--- src/rtl/cal_alarm_pkg.sv ---
package cal_alarm_pkg;
  localparam int NFIELD  = 4;
  localparam int CMP_W   = 7;
  localparam int OFF_BIT = 7;
  localparam logic [7:0] CFG_RESET = 8'h80;

  // bits kept on a write: the off bit plus the field's value bits
  function automatic logic [7:0] keep_mask(input int w);
    logic [8:0] ones;
    ones = (9'd1 << w) - 9'd1;
    return 8'h80 | ones[7:0];
  endfunction
endpackage

--- src/rtl/alarm_cfg_regs.sv ---
module alarm_cfg_regs
  import cal_alarm_pkg::*;
#(
  parameter int ADDR_W   = 4,
  parameter int ALM_BASE = 9,
  parameter int MIN_W    = 7,
  parameter int HOUR_W   = 6,
  parameter int DAY_W    = 6,
  parameter int WDAY_W   = 3
) (
  input  logic                   clk,
  input  logic                   rst,
  input  logic                   wr,
  input  logic [ADDR_W-1:0]      addr,
  input  logic [7:0]             wdata,
  output logic [NFIELD-1:0][7:0] cfg
);
  localparam int FW [NFIELD] = '{MIN_W, HOUR_W, DAY_W, WDAY_W};

  for (genvar g = 0; g < NFIELD; g++) begin : g_reg
    localparam logic [ADDR_W-1:0] MY_ADDR = ADDR_W'(ALM_BASE + g);
    localparam logic [7:0]        MASK    = keep_mask(FW[g]);
    always_ff @(posedge clk) begin
      if (rst)
        cfg[g] <= CFG_RESET;
      else if (wr && addr == MY_ADDR)
        cfg[g] <= wdata & MASK;
    end
  end
endmodule

--- src/rtl/alarm_field_cmp.sv ---
module alarm_field_cmp
  import cal_alarm_pkg::*;
(
  input  logic [7:0]       cfg,
  input  logic [CMP_W-1:0] cur,
  output logic             ok,
  output logic             armed
);
  // value bits above the field width are zero in both operands
  always_comb begin
    armed = !cfg[OFF_BIT];
    ok    = cfg[OFF_BIT] || (cfg[CMP_W-1:0] == cur);
  end
endmodule

--- src/rtl/alarm_flag_ctrl.sv ---
module alarm_flag_ctrl (
  input  logic clk,
  input  logic rst,
  input  logic tick,
  input  logic all_ok,
  input  logic any_armed,
  input  logic ctrl_wr,
  input  logic wflag,
  input  logic wien,
  input  logic tmr_irq_n,
  output logic flag,
  output logic ien,
  output logic irq_n
);
  logic match_evt;
  assign match_evt = tick && all_ok && any_armed;

  always_ff @(posedge clk) begin
    if (rst) begin
      flag  <= 1'b0;
      ien   <= 1'b0;
      irq_n <= 1'b1;
    end else begin
      if (match_evt)
        flag <= 1'b1;
      else if (ctrl_wr && !wflag)
        flag <= 1'b0;
      if (ctrl_wr)
        ien <= wien;
      irq_n <= tmr_irq_n & ~(flag & ien);
    end
  end
endmodule

--- src/rtl/cal_alarm_cmp.sv ---
module cal_alarm_cmp
  import cal_alarm_pkg::*;
#(
  parameter int ADDR_W     = 4,
  parameter int MIN_W      = 7,
  parameter int HOUR_W     = 6,
  parameter int DAY_W      = 6,
  parameter int WDAY_W     = 3,
  parameter int ALM_BASE   = 9,
  parameter int CTRL2_ADDR = 1,
  parameter int FLAG_BIT   = 3,
  parameter int IEN_BIT    = 1
) (
  input  logic              clk,
  input  logic              rst,
  input  logic              tick_min,
  input  logic [MIN_W-1:0]  cur_min,
  input  logic [HOUR_W-1:0] cur_hour,
  input  logic [DAY_W-1:0]  cur_day,
  input  logic [WDAY_W-1:0] cur_wday,
  input  logic              reg_wr,
  input  logic [ADDR_W-1:0] reg_addr,
  input  logic [7:0]        reg_wdata,
  output logic [7:0]        reg_rdata,
  input  logic              tmr_irq_n,
  output logic              irq_n
);
  localparam logic [ADDR_W-1:0] CTRL_A = ADDR_W'(CTRL2_ADDR);

  logic [NFIELD-1:0][7:0]       alm_cfg;
  logic [NFIELD-1:0][CMP_W-1:0] cur_arr;
  logic [NFIELD-1:0]            fld_ok;
  logic [NFIELD-1:0]            fld_armed;
  logic                         alm_flag;
  logic                         alm_ien;
  logic                         ctrl_wr;
  logic [7:0]                   rd_d;

  assign cur_arr[0] = CMP_W'(cur_min);
  assign cur_arr[1] = CMP_W'(cur_hour);
  assign cur_arr[2] = CMP_W'(cur_day);
  assign cur_arr[3] = CMP_W'(cur_wday);

  assign ctrl_wr = reg_wr && (reg_addr == CTRL_A);

  alarm_cfg_regs #(
    .ADDR_W(ADDR_W), .ALM_BASE(ALM_BASE), .MIN_W(MIN_W),
    .HOUR_W(HOUR_W), .DAY_W(DAY_W), .WDAY_W(WDAY_W)
  ) u_regs (
    .clk(clk), .rst(rst), .wr(reg_wr), .addr(reg_addr),
    .wdata(reg_wdata), .cfg(alm_cfg)
  );

  for (genvar g = 0; g < NFIELD; g++) begin : g_cmp
    alarm_field_cmp u_cmp (
      .cfg(alm_cfg[g]), .cur(cur_arr[g]),
      .ok(fld_ok[g]), .armed(fld_armed[g])
    );
  end

  alarm_flag_ctrl u_flag (
    .clk(clk), .rst(rst), .tick(tick_min),
    .all_ok(&fld_ok), .any_armed(|fld_armed),
    .ctrl_wr(ctrl_wr), .wflag(reg_wdata[FLAG_BIT]), .wien(reg_wdata[IEN_BIT]),
    .tmr_irq_n(tmr_irq_n),
    .flag(alm_flag), .ien(alm_ien), .irq_n(irq_n)
  );

  always_comb begin
    rd_d = '0;
    if (reg_addr == CTRL_A) begin
      rd_d[FLAG_BIT] = alm_flag;
      rd_d[IEN_BIT]  = alm_ien;
    end
    for (int i = 0; i < NFIELD; i++)
      if (reg_addr == ADDR_W'(ALM_BASE + i))
        rd_d = alm_cfg[i];
  end

  always_ff @(posedge clk) begin
    if (rst) reg_rdata <= '0;
    else     reg_rdata <= rd_d;
  end
endmodule

--- config.mk ---
export PLATFORM = sky130hd
export DESIGN_NAME = cal_alarm_cmp
export DESIGN_NICKNAME = d
export VERILOG_FILES = /design/src/rtl/cal_alarm_pkg.sv /design/src/rtl/alarm_cfg_regs.sv /design/src/rtl/alarm_field_cmp.sv /design/src/rtl/alarm_flag_ctrl.sv /design/src/rtl/cal_alarm_cmp.sv
export SDC_FILE = /design/constraint.sdc
export NUM_CORES = 1
export LEC_CHECK = 0
export CORE_MARGIN = 3
export CORE_UTILIZATION = 45
export DETAILED_ROUTE_END_ITERATION = 10
export DONT_BUFFER_PORTS = 1
export MAX_ROUTING_LAYER = met4
export PLACE_DENSITY = 0.62
export SLEW_MARGIN = 20
export SYNTH_ARGS = -nofsm -noshare
export SYNTH_HDL_FRONTEND = slang
export SYNTH_SLANG_ARGS = --single-unit
--- constraint.sdc ---
create_clock -name clk -period 1.3 [get_ports clk]
set_input_delay 0.13 -clock clk [delete_from_list [all_inputs] [get_ports clk]]
set_output_delay 0.13 -clock clk [all_outputs]
set_load 0.1 [all_outputs]
==> results of run 1 <==
-- routing by layer --
layer | part of all wire [%] | global-route usage, % | routed length [um] | vias up
li1 | - | - | - | 730
met1 | 42 | 24.62 | 1996 | 699
met2 | 48 | 33.16 | 2281 | 59
met3 | 8.7 | 7.536 | 418 | 13
met4 | 2.1 | 7.809 | 100 | 0
met5 | 0 | - | 0 | -
-- cell type report --
type	instances	area (um^2)
clock inverters	1	30.03
multi-input cells	143	1020
clock buffers	7	86.33
inverters	2	7.507
repair buffers	31	272.8
well taps	48	60.06
flip-flops and latches	37	742.0
fillers	322	1553
-- power breakdown --
| group | switching, mW | total, mW | internal [mW] |
|---|---|---|---|
| registers | 0.0130 | 1.17 | 1.15 |
| logic | 0.134 | 0.248 | 0.114 |
| clock network | 0.405 | 1.03 | 0.625 |
| total | 0.552 | 2.44 | 1.89 |
-- logic make-up after synthesis --
group                     Yosys count  share of synthesized area, %
DFF                                37                         40.77
AOI/OAI and AO/OA                  32                         12.12
buffers and inverters              13                         3.444
muxes                              25                         13.98
and+or+nand+nor                    64                         19.08
xor gates and xnor gates           22                         10.61
-- placed cells by master (no fill, tap or decap), drive strengths merged, types with 3 or more instances in the layout --
cell type     n
nor2b         8
nor4          4
o21ai         5
nor2         27
dlygate4sd3  11
xor2         12
a21oi         7
a31oi         3
nand2         9
a22oi         4
mux2          3
dfxtp        37
clkbuf        7
xnor2        10
buf          20
and3          3
a22o          3
nand3         5
a211o         4
mux2i        22
-- cells in the mapped netlist, drive strengths merged, types with 2 or more instances --
cell    number
mux2         3
a211o        4
a21o         2
nor2b        8
xnor2       10
buf          5
xor2        12
o21ai        5
nand3        5
nor4         4
clkbuf       6
nand2        9
a21oi        7
mux2i       22
a22oi        4
inv          2
a22o         3
a31oi        3
dfxtp       37
and3         3
nor2        27
-- critical path, stage by stage, from the launching register on --
cell and delay, ns:
dfxtp_2 0.34, xor2_1 0.15, nor4_2 0.32, a41o_1 0.20
nand4b_1 0.10, o31ai_1 0.19
-- state kept, by name, summed over array words and instances, names as in the netlist --
signal	count
u_regs.cfg	26
reg_rdata	8
u_flag.flag	1
u_flag.ien	1
u_flag.irq_n	1
-- path summary, 6_finish.rpt --
check,from,to,slack [ns],cells past startpoint
min,reg_wdata[1],u_flag.ien,-0.006,2
max,u_regs.cfg[2],u_flag.flag,-0.08,5
min reg2reg,u_regs.cfg[25],u_regs.cfg[25],0.50,2
max reg2reg,u_regs.cfg[2],u_flag.flag,-0.08,5
-- per-stage QoR --
stage / power [mW] / instance area [um^2] / hold WS [ns]
after floorplan: 1.369 / 1817 / 0.2073
after global placement: 1.377 / 1964 / 0.2070
after detailed placement: 1.378 / 1964 / 0.2061
after CTS: 2.454 / 2208 / 0.0007248
after global routing: 2.544 / 2218 / 0.0005710
final: 2.444 / 2218 / -0.005957
-- timing repair --
action | CTS | global route
resized for setup | 2 | 0
hold buffers | 11 | 1
hold endpoints to repair | 35 | 1
pin swaps | 2 | 1
endpoints found under the setup margin | 1 | 1
==> results.yml, run 1 <==
synth:
  synth_area_leaders: "dfxtp_1 (41%), mux2i_1 (12%), xor2_1 (5.8%), nor2_1 (5.4%), xnor2_1 (4.8%)"
  synth_top_area_cell: "dfxtp_1"
  ys_ff_latch: 37
  syn-num-nets: 232
  synth_flop_cell: "dfxtp_1"
  syn_area_um2: 1817
  avgSynthCellArea_um2: 9.413
  ys_seq_area_share_pct: 40.77
  synth_top_area_share_pct: 40.77
  ys_warn_count: 0
  synth-edff-count: 0
  async_flop_share_pct: 0
  synth_cell_types: 36
  synth_cells: 193
place:
  hpwl_um: 3292
  routabilityCongestion: 0.8259
  io_buffers: 0
  pre_cts_ws_ns: -0.1204
  placed_cells: 249
die:
  rows: 22
  ioPinCount: 48
  die_w_um: 69.54
  die_area_um2: 4836
  dieHeight_um: 69.54
  core_area_um2: 3771
  initial_core_util_pct: 48.18
timing:
  hold_viol_final: 2
  rsz0062_at_grt: "yes"
  slew_violations: 0
  setup_ws_ns: -0.08231
  fin_tns_setup_ns: -0.08231
  worst-slew-pin-transition_ns: 0.4566
  fin_crit_sh_pct: 106.3
  max_freq_mhz: 723.4
  setup_viol: 1
  whs_ns: -0.005957
  min_period_ns: 1.382
  relSlewSlack_pct: 69.15
  finClkSkew_ns: 0.008229
layout:
  stdcell_count: 269
  antenna_cells: 0
  area_growth_pct: 22.11
  nets: 259
  final_core_util_pct: 58.83
  drive_gt1_share_pct: 16.29
hold_path:
  hp-class: "input port to flop"
routing:
  routed_wl_um: 4796
  drc: 0
  postRouteAntennaNets: 0
  dr.pass1.iters: 4
  drt_iter0_markers: 107
  vias: 1501
  wl_per_cell_um: 17.83
  viasPerCell: 5.580
grt:
  grt_pass1_wl_um: 7638
  grt-ovfl-total: 0
  grt_max_degree: 34
  grt_pass1_vias: 1557
  grt_use_total_pct: 21.05
  antenna_found_initial: 0
critical_path:
  critPathLaunchType: "flop"
  cp-end-kind: "flop"
  crit_fanout: 3
  critPathArrivalTime_ns: 1.59
  crit_type: "flop to flop"
  worst-endpoint-required_ns: 1.51
power:
  power_density_nw_per_um2: 1102
  p_leak_nw: 0.9094
  peakVddDrop_mv: 0.6981
clocking:
  cts_tree: "built"
  htreeDepth: 2
  insertion_delay_ns: 0.29
  cts_num_sinks: 37
  numCtsBuffers: 5
  clk_path_buf_depth: 2
  root_buffer: "clkbuf_8"
  clk_pin_slew_ns: 0.07
  post-cts-setup-buffers: 0
run:
  cap_viol_max_count: 0
status:
  violations: "negative hold slack, negative setup slack"
  status: "complete, but fails checks"
(Power assumes the default switching activity.)
==> run 2: changes to the inputs <==
Settings changed: PLACE_DENSITY 0.62 to 0.6, SKIP_CTS_REPAIR_TIMING from default to 1.
Clock period 1.3 ns to 1.74 ns, I/O delays scaled along.
==> results.yml, run 2 (synthesis results as in run 1) <==
grt:
  grt-ovfl-total: 0
  grt_pass1_wl_um: 7148
  antenna_found_initial: 0
  grt_max_degree: 38
  grt_pass1_vias: 1385
  grt_use_total_pct: 19.31
timing:
  rsz0062_at_grt: "no"
  setup_viol: 0
  worst-slew-pin-transition_ns: 0.4039
  hold_viol_final: 0
  finClkSkew_ns: 0.003013
  fin_crit_sh_pct: 86.94
  max_freq_mhz: 661.0
  whs_ns: 0.01856
  relSlewSlack_pct: 72.71
  min_period_ns: 1.513
  slew_violations: 0
  fin_tns_setup_ns: 0
routing:
  routed_wl_um: 4586
  vias: 1455
  wl_per_cell_um: 18.06
  viasPerCell: 5.728
  drc: 0
  drt_iter0_markers: 87
  postRouteAntennaNets: 0
  dr.pass1.iters: 4
status:
  status: "complete, no violations"
die:
  core_area_um2: 3771
  dieHeight_um: 69.54
  ioPinCount: 48
  rows: 22
  die_w_um: 69.54
  die_area_um2: 4836
  initial_core_util_pct: 48.18
clocking:
  cts_tree: "built"
  clk_path_buf_depth: 2
  cts_num_sinks: 37
  insertion_delay_ns: 0.29
  htreeDepth: 2
  clk_pin_slew_ns: 0.07
  root_buffer: "clkbuf_8"
  numCtsBuffers: 5
layout:
  fill_cells: 343
  top_register: "u_regs.cfg"
  layout_common_cells: "dfxtp_1 (37), nor2_1 (26), mux2i_1 (22)"
  mostFrequentLayoutCell: "dfxtp_1"
  nets: 245
  reg.largest.list: "u_regs.cfg (26), reg_rdata (8)"
  area_growth_pct: 13.15
  antenna_cells: 0
  largest_register_ffs: 26
  drive_gt1_share_pct: 13.11
run:
  cap_viol_max_count: 0
hold_path:
  hp-class: "input port to flop"
  whs_endpoint: "u_regs.cfg[7]"
  hold_depth: 1
  hold_start: "reg_wdata[7]"
critical_path:
  cp-end-kind: "flop"
  crit_fanout: 3
  reg2reg_slack_ns: 0.23
  critPathLaunchType: "flop"
  timing.rr.end: "u_flag.flag"
  critPathArrivalTime_ns: 1.71
  worst-endpoint-required_ns: 1.94
  reg2reg_depth: 5
  crit_type: "flop to flop"
  r2r-start: "u_regs.cfg[6]"
power:
  seqPwrFrac_pct: 53.5
  power_density_nw_per_um2: 791.9
  p_leak_nw: 0.8319
  peakVddDrop_mv: 0.5070
  p_total_mw: 1.628
  sw_frac_of_total_pct: 23.53
  pwr-share-comb_pct: 9.9
  clkPwrFrac_pct: 36.6
  netSwitchingPower_mw: 0.3831
  power.internal_mw: 1.245
place:
  hpwl_um: 3279
  io_buffers: 0
  routabilityCongestion: 0.8598
==> run 2: cell types whose count changed in the layout (fill, tap and decap cells not counted), sizes merged <==
cell | previous run | this run
dlygate4sd3 | 11 | 3
buf | 20 | 14
bufinv | 1 | 0
==> run 2: how the worst max path moves through the flow <==
stage                       start  depth (start not counted)             to  slack, ns
floorplan             reg_addr[1]                          6  u_regs.cfg[7]       0.42
global placement    u_regs.cfg[8]                          4    u_flag.flag       0.41
detailed placement  u_regs.cfg[6]                          5    u_flag.flag       0.26
global route        u_regs.cfg[6]                          5    u_flag.flag       0.13
finish              u_regs.cfg[6]                          5    u_flag.flag       0.23
CTS                 u_regs.cfg[6]                          5    u_flag.flag       0.23
==> run 2: final cells by class <==
cell class                      instances  area, um^2  share of cell area [%]
Multi-Input combinational cell        143        1013                   49.30
Tap cell                               48       60.06                   2.921
Clock buffer                            7       86.33                   4.200
Timing Repair Buffer                   17       147.6                   7.182
Sequential cell                        37       740.7                   36.03
Inverter                                2       7.507                  0.3652
==> run 2: metrics by stage <==
step,util (%),area (um^2),cells,setup WS (ns)
after floorplan,-,1817,193,0.4151
after global placement,50.90,1919,243,0.4127
after detailed placement,50.90,1919,243,0.2558
after CTS,53.19,2006,250,0.2346
after global routing,54.51,2056,254,0.1334
final,54.51,2056,254,0.2272
==> run 2: critical path, cell delays in order, from the launching register on <==
cell,delay [ns]
dfxtp_1,0.34
xor2_1,0.17
nor4_1,0.37
a41o_1,0.23
nand4b_1,0.11
o31ai_1,0.21
==> run 2: power groups by stage <==
stage	sequential [mW]	combinational, mW	clock (mW)
floorplan	0.919	0.104	0
global placement	0.890	0.136	0
detailed placement	0.891	0.137	0
CTS	0.871	0.138	0.605
global route	0.872	0.172	0.640
finish	0.872	0.161	0.596
==> run 2: routing by layer <==
layer	vias to the layer above	GRT usage (%)	routed length, um	part of all wire [%]
met4	0	5.206	62	1.4
met3	7	6.957	369	8.0
met2	55	28.92	2191	48
li1	704	-	-	-
met1	689	24.64	1963	43
met5	-	-	0	0
==> run 3: changes to the inputs <==
Settings changed: ABC_AREA from default to 1.
==> results.yml, run 3 <==
synth:
  async_flop_share_pct: 0
  synth_flop_cell: "dfxtp_1"
  synth-edff-count: 0
  synth_cell_types: 24
  synth_top_area_cell: "dfxtp_1"
  ys_warn_count: 0
  syn-num-nets: 327
  synth_most_common_cell: "nand2_1"
  ys_seq_area_share_pct: 38.77
  avgSynthCellArea_um2: 6.634
  syn_area_um2: 1911
  ys_ff_latch: 37
  synth_top_area_share_pct: 38.77
  synth_area_leaders: "dfxtp_1 (39%), nand2_1 (14%), a21oi_1 (8.4%), inv_1 (7.1%), o21ai_1 (5.5%)"
  synth_top_cells_by_count: "nand2_1 (71), dfxtp_1 (37), inv_1 (36)"
  synth_cells: 288
hold_path:
  hp-class: "input port to flop"
  hold_depth: 2
  hold_start: "rst"
  whs_endpoint: "u_regs.cfg[15]"
timing:
  max_freq_mhz: 887.7
  rsz0062_at_grt: "no"
  setup_viol: 0
  hold_viol_final: 2
  finClkSkew_ns: 0.007244
  relSlewSlack_pct: 72.07
  worst-slew-pin-transition_ns: 0.4184
  whs_ns: -0.01658
  min_period_ns: 1.126
  slew_violations: 0
  fin_crit_sh_pct: 64.74
  fin_tns_setup_ns: 0
layout:
  layout_common_cells: "nand2_1 (71), dfxtp_1 (37), inv_1 (36)"
  drive_gt1_share_pct: 17.00
  antenna_cells: 0
  nets: 338
  largest_register_ffs: 26
  mostFrequentLayoutCell: "nand2_1"
  area_growth_pct: 9.234
  reg.largest.list: "u_regs.cfg (26), reg_rdata (8)"
  top_register: "u_regs.cfg"
critical_path:
  critPathArrivalTime_ns: 1.37
  crit_type: "flop to flop"
  timing.rr.end: "u_flag.flag"
  reg2reg_slack_ns: 0.61
  crit_chain: "xnor2_1 -> nand3_1 -> a21oi_1 -> nand2_1 -> nor2_1 -> nor2_1 -> nor2_1"
  cp_slowest_stage_delay_ns: 0.36
  cp_slowest_cell: "dfxtp_1"
  crit_family: "simple AND/OR/NAND/NOR gates"
  r2r-start: "u_regs.cfg[25]"
  critPathBufInv: 0
  critPathLaunchType: "flop"
  cp-end-kind: "flop"
  reg2reg_depth: 7
  crit_fanout: 3
  worst-endpoint-required_ns: 1.98
  path_common_cell: "nor2_1"
die:
  initial_core_util_pct: 47.09
  die_w_um: 71.16
  ioPinCount: 48
  rows: 23
  dieHeight_um: 71.16
  die_area_um2: 5064
  core_area_um2: 4058
run:
  cap_viol_max_count: 0
power:
  peakVddDrop_mv: 0.3946
  p_leak_nw: 0.9611
  power_density_nw_per_um2: 783.5
clocking:
  numCtsBuffers: 5
  clk_path_buf_depth: 2
  insertion_delay_ns: 0.30
  root_buffer: "clkbuf_8"
  cts_num_sinks: 37
  htreeDepth: 2
  clk_pin_slew_ns: 0.08
  cts_tree: "built"
grt:
  antenna_found_initial: 0
  grt_pass1_vias: 1655
  grt_max_degree: 27
  grt_pass1_wl_um: 7838
  grt-ovfl-total: 0
  grt_use_total_pct: 20.91
routing:
  vias: 1699
  postRouteAntennaNets: 0
  wl_per_cell_um: 13.61
  routed_wl_um: 4765
  dr.pass1.iters: 4
  viasPerCell: 4.854
  drc: 0
  drt_iter0_markers: 86
place:
  routabilityCongestion: 0.8210
  io_buffers: 0
  hpwl_um: 3668
status:
  status: "complete, but fails checks"
  violations: "negative hold slack"
-- run 3: cell types whose count changed after synthesis, sizes merged, moves of 10 or more --
cell | previous run | this run
o21ai | 5 | 30
mux2i | 22 | 0
a21oi | 7 | 35
inv | 2 | 58
xor2 | 12 | 2
nand2 | 9 | 74
-- run 3: power breakdown --
part / switching [mW] / internal (mW) / leakage, nW
Combinational: 0.115 / 0.0571 / 0.616
Sequential: 0.0104 / 0.865 / 0.300
Clock: 0.310 / 0.278 / 0.0450
Total: 0.436 / 1.20 / 0.961
-- run 3: logic make-up (layout without fill, tap and decap cells) --
| group | Yosys count | in the layout | share of synthesized area (%) |
|---|---|---|---|
| flip-flops | 37 | 37 | 38.77 |
| XOR/XNOR | 4 | 4 | 1.834 |
| AND/OR/NAND/NOR | 110 | 110 | 25.08 |
| AO/OA/AOI/OAI | 73 | 73 | 20.50 |
| buffers and inverters | 64 | 76 | 13.82 |
-- run 3: worst max-delay path by stage --
stage | startpoint | to | slack (ns) | cells past startpoint
after floorplan | reg_addr[3] | u_regs.cfg[18] | 0.65 | 10
after global placement | reg_addr[0] | u_regs.cfg[1] | 0.59 | 7
after detailed placement | reg_addr[0] | u_regs.cfg[1] | 0.57 | 7
after CTS | u_regs.cfg[25] | u_flag.flag | 0.63 | 7
after global routing | u_regs.cfg[12] | u_flag.flag | 0.42 | 10
final | u_regs.cfg[25] | u_flag.flag | 0.61 | 7
-- run 3: metrics by stage --
step                      cell area, um^2  setup slack, ns  total power [mW]  util, %  cells
final                                2087           0.6135             1.635    51.43    350
after global placement               1994           0.5921             1.061    49.15    341
after CTS                            2077           0.6312             1.648    51.19    349
after floorplan                      1911           0.6468             1.040        -    288
after global routing                 2087           0.4202             1.717    51.43    350
after detailed placement             1994           0.5708             1.063    49.15    341
-- run 3: per-layer routing --
layer  track usage (%)  routed length (um)  vias up  part of all wire [%]
met1             26.71                2138      716                    45
met2             31.22                2130       49                    45
met3             4.972                 393       10                   8.2
met5                 -                   0        -                     0
met4             9.395                 103        0                   2.2
li1                  -                   -      924                     -
-- run 3: final cells by class --
type                    instances  area, um^2
flip-flops and latches         37       740.7
repair buffers                 10       77.57
well taps                      50       62.56
inverters                      58       217.7
clock buffers                   6       72.57
fillers                       431        1971
multi-input cells             187       905.9
clock inverters                 2       10.01
